<file path="config.mk">
export PLATFORM = sky130hd
export DESIGN_NAME = wdt_guard
export DESIGN_NICKNAME = d
export VERILOG_FILES = /design/src/rtl/wdt_guard.sv
export SDC_FILE = /design/constraint.sdc
export NUM_CORES = 1
export LEC_CHECK = 0
export BUFFER_PORTS_ARGS = -buffer_cell sky130_fd_sc_hd__buf_2
export CAP_MARGIN = 5
export CORE_MARGIN = 2
export CORE_UTILIZATION = 47
export CTS_CLUSTER_DIAMETER = 200
export DETAILED_ROUTE_END_ITERATION = 10
export PLACE_DENSITY = 0.66
export SYNTH_ARGS = -nofsm -noshare
export SYNTH_HDL_FRONTEND = slang
export SYNTH_SLANG_ARGS = --single-unit
</file>
<file path="constraint.sdc">
create_clock -name clk -period 4.9 [get_ports clk]
set_clock_uncertainty 0.1 [all_clocks]
set_input_delay 0.245 -clock clk [delete_from_list [all_inputs] [get_ports clk]]
set_output_delay 0.245 -clock clk [all_outputs]
set_load 0.02 [all_outputs]
</file>
<file path="src/rtl/wdt_guard.sv">
module wdt_guard #(
  parameter int BASE_LOG2 = 11,
  parameter int MAX_CODE  = 9,
  parameter int WIN_CYC   = 4
) (
  input  logic       clk,
  input  logic       rst_n,
  input  logic       safety_on,
  input  logic       tick,
  input  logic       kick,
  input  logic       wr_en,
  input  logic [7:0] wr_data,
  input  logic       irq_ack,
  output logic       rst_pulse,
  output logic       irq_req,
  output logic [7:0] ctrl_rd
);
  localparam int CNT_W = BASE_LOG2 + MAX_CODE + 1;
  localparam int WIN_W = $clog2(WIN_CYC + 1);

  logic             en_q, ie_q, flag_q, rst_q;
  logic [3:0]       code_q;
  logic [WIN_W-1:0] win_q;
  logic [CNT_W-1:0] cnt_q, lim;
  logic [3:0]       code_sat;

  wire win_open = win_q != '0;
  wire en_eff   = en_q | safety_on;
  wire active   = en_eff | ie_q;
  wire hit      = active & tick & ~kick & (cnt_q >= lim);

  assign code_sat = (code_q > 4'(MAX_CODE)) ? 4'(MAX_CODE) : code_q;
  assign lim      = (CNT_W'(1) << (BASE_LOG2 + int'(code_sat))) - CNT_W'(1);

  always_ff @(posedge clk) begin
    if (!rst_n)               cnt_q <= '0;
    else if (kick || !active) cnt_q <= '0;
    else if (tick)            cnt_q <= hit ? '0 : cnt_q + CNT_W'(1);
  end

  always_ff @(posedge clk) begin
    if (!rst_n) rst_q <= 1'b0;
    else        rst_q <= hit & ~ie_q & en_eff;
  end

  always_ff @(posedge clk) begin
    if (!rst_n)                            flag_q <= 1'b0;
    else if (hit && ie_q)                  flag_q <= 1'b1;
    else if (irq_ack || (wr_en && wr_data[7])) flag_q <= 1'b0;
  end

  always_ff @(posedge clk) begin
    if (!rst_n) ie_q <= 1'b0;
    else begin
      if (wr_en)             ie_q <= wr_data[6];
      if (irq_ack && en_eff) ie_q <= 1'b0;
    end
  end

  always_ff @(posedge clk) begin
    if (!rst_n) begin
      en_q   <= 1'b0;
      code_q <= '0;
    end else if (wr_en && win_open) begin
      en_q   <= wr_data[3];
      code_q <= {wr_data[5], wr_data[2:0]};
    end
  end

  always_ff @(posedge clk) begin
    if (!rst_n)                               win_q <= '0;
    else if (wr_en && win_open)               win_q <= '0;
    else if (wr_en && wr_data[4] && wr_data[3]) win_q <= WIN_W'(WIN_CYC);
    else if (win_open)                        win_q <= win_q - WIN_W'(1);
  end

  assign rst_pulse = rst_q;
  assign irq_req   = flag_q & ie_q;
  assign ctrl_rd   = {flag_q, ie_q, code_q[3], win_open, en_eff, code_q[2:0]};
endmodule

</file>
==> flow_summary.ini <==
[run_status]
status = complete, no violations

[logic_synthesis]
synth_cells = 319
ys_ff_latch = 32
ys_warn_count = 0
netlist_area_sq_um = 2500
async_flop_share_pct = 0
synth-edff-count = 0
seq_area_frac_synth_pct = 25.6
syn_area_per_cell_sq_um = 7.84
synthDistinctLibCells = 55
ys.flop_type = dfxtp_1

[setup_path]
crit_arrival_ns = 4.56
crit_family = compound AO/OA/AOI/OAI gates
slowest_stage = dfxtp_1
r2r_end = rst_pulse
worstPathRequired_ns = 5.02
timing_worst_setup_path_type = flop to flop
slowest_delay_ns = 0.63
critPathMaxFanout = 18
startpoint_type = flop
cp_common_cell = a21oi_1
cp_cell_sequence = or2_1 -> a21oi_1 -> ha_1 -> inv_1 -> a21oi_1 -> o21ai_2 -> o21ai_1 -> a32oi_1 -> a21oi_1 -> ha_1 -> nand4_1 -> nor4_2 -> a221oi_1 -> o21ai_2 -> o21a_1 -> buf_4 -> and4bb_1
path_buf_inv = 2
crit_path_end_kind = flop
r2r_cells = 17
crit-reg2reg-launch = code_q[1]
r2r_slack_ns = 0.46

[min_path]
min_to = ie_q
min_path_type = primary input to flop
hp-start = irq_ack
whs_path_depth = 2

[place]
place_inst = 398
port-buffer-count = 24
dpl_cell_area_sq_um = 2620
dp_hpwl_microns = 3970
gp_congestion = 0.906
dp_slack_ns = 0.552

[timing]
period_share_pct = 90.6
setup_ws_ns = 0.459
worst_slew_pin_slew_ns = 0.568
fin_setup_tns_ns = 0
drv_slew = 0
fin_crit_ns = 4.44
hold_viol = 0
setup_violations = 0
slew_headroom_pct = 62.1
hold_slack_ns = 0.0516
fmax_mhz = 225
rsz0062_at_grt = no

[global_routing]
antenna_found_initial = 0
first_global_vias = 2061
grt_pass1_wl_microns = 9030
grt_max_degree = 23
overflow = 0
grt_use_total_pct = 18.4

[layout]
drive_gt1_share_pct = 15.8
area_growth_pct = 9.11
multi_input_area_sq_um = 1690
fin_nets = 377
final_cells = 406
fillers = 506
num_antenna_cells = 0
final-seq-area_sq_um = 641
utilization_pct = 53.4
layout_common_cells = nand2_1 (39), dfxtp_1 (32), ha_1 (27)
final_area_sq_um = 2730
final_common_cell = nand2_1

[detailed_routing]
routed_wl_microns = 5150
drtAntennaViolNets = 0
dr.pass1.iters = 4
vias_per_cell = 5.37
vias = 2179
first_iter_violations = 95
post_drt_wl_per_cell_microns = 12.7
route.detailed.drc = 0

[clocking]
cts_root_buf = clkbuf_8
clkLatencyLatePin_ns = 0.28
cts_tree = done
cts_buffer_depth = 2
cts_inserted_buffers = 5
cts_sinks = 32
hold_buffers = 0
clkTransAtPathRegs_ns = 0.07
cts_setup_buffers = 0
htreeDepth = 2
cts_resized = 0

[power]
power.total_mw = 0.718
powerDensity_nw_per_um2 = 263
leakagePower_nw = 1.10
ir_worst_vdd_mv = 0.158

[floorplanning]
core_area_sq_um = 5110
dieArea_sq_um = 5920
fp.dieW_microns = 76.9
pin_count = 25
start_util_pct = 48.9
die_h_microns = 76.9
num_rows = 26

[job]
cap_viol_max_count = 0
[cell usage after synthesis, types with 2 or more instances]
| library cell | count | share of area (%) |
|---|---|---|
| nor3_1 | 15 | 3.0 |
| clkbuf_1 | 14 | 2.1 |
| nand4_1 | 4 | 1.0 |
| a211oi_1 | 2 | 0.60 |
| a21o_1 | 2 | 0.60 |
| nor2_1 | 19 | 2.9 |
| ha_1 | 27 | 14 |
| buf_4 | 5 | 1.5 |
| o21ai_2 | 2 | 0.70 |
| nand2b_1 | 5 | 1.3 |
| nand2_1 | 39 | 5.9 |
| nand3b_1 | 2 | 0.60 |
| a21oi_1 | 24 | 4.8 |
| o211ai_1 | 3 | 0.90 |
| nand3_1 | 14 | 2.8 |
| nor3_2 | 9 | 3.6 |
| inv_1 | 15 | 2.3 |
| or3_1 | 2 | 0.50 |
| xor2_1 | 10 | 3.5 |
| a31oi_1 | 3 | 0.75 |
| nor2b_1 | 3 | 0.75 |
| xnor2_1 | 10 | 3.5 |
| o21ai_0 | 11 | 2.2 |
| nor4_1 | 2 | 0.50 |
| o21ai_1 | 2 | 0.40 |
| conb_1 | 2 | 0.30 |
| and3_1 | 9 | 2.3 |
| a21boi_0 | 6 | 1.8 |
| dfxtp_1 | 32 | 26 |
[sequential cells by signal, indices dropped and copies added (netlist names)]
signal	count
win_q	3
ie_q	1
cnt_q	21
rst_pulse	1
code_q	4
flag_q	1
en_q	1
[routing by layer]
metal	GRT usage, %	vias to the layer above	share of wire (%)
li1	-	1148	-
met1	23.2	997	47
met2	32.3	30	50
met3	3.18	4	2.7
met4	5.09	0	0.70
met5	0	-	0
[worst register-to-register path, stage by stage, from the launching register on]
cell and delay (ns):
dfxtp_1 0.63, or2_1 0.29, a21oi_1 0.12, ha_1 0.49, inv_1 0.22, a21oi_1 0.10
o21ai_2 0.26, o21ai_1 0.10, a32oi_1 0.20, a21oi_1 0.09, ha_1 0.32, nand4_1 0.14
nor4_2 0.34, a221oi_1 0.16, o21ai_2 0.15, o21a_1 0.17, buf_4 0.26, and4bb_1 0.24
[cell type report]
class / instances / share of cell area [%]
sequential: 32 / 23.5
clock buffer: 6 / 2.66
multi-input combinational: 254 / 62.1
clock inverter: 2 / 1.28
inverter: 15 / 2.06
tap: 70 / 3.21
timing repair buffer: 27 / 5.23
[worst max path at each step]
stage	startpoint	depth (start not counted)	endpoint
after global placement	code_q[1]	17	rst_pulse
after detailed placement	code_q[1]	17	rst_pulse
after global routing	code_q[1]	17	rst_pulse
after floorplan	code_q[2]	19	cnt_q[4]
final	code_q[1]	17	rst_pulse
after CTS	code_q[1]	17	rst_pulse
[kinds of logic (layout without fill, tap and decap cells)]
| group | count (synthesis) | in the layout | synth area share (%) |
|---|---|---|---|
| AOI/OAI and AO/OA | 67 | 67 | 17.1 |
| adders and majority gates | 27 | 27 | 13.5 |
| DFF | 32 | 32 | 25.6 |
| buffers and inverters | 37 | 50 | 7.26 |
| and+or+nand+nor | 134 | 134 | 29.2 |
| xor gates and xnor gates | 20 | 20 | 7.01 |
| other | 2 | 6 | 0.300 |
[power breakdown]
group / internal [mW] / total (mW) / switching [mW]
sequential: 0.267 / 0.279 / 0.0120
combinational: 0.0700 / 0.191 / 0.121
clock: 0.151 / 0.247 / 0.0965
total: 0.488 / 0.718 / 0.230
Power figures use the tool's default switching activity.
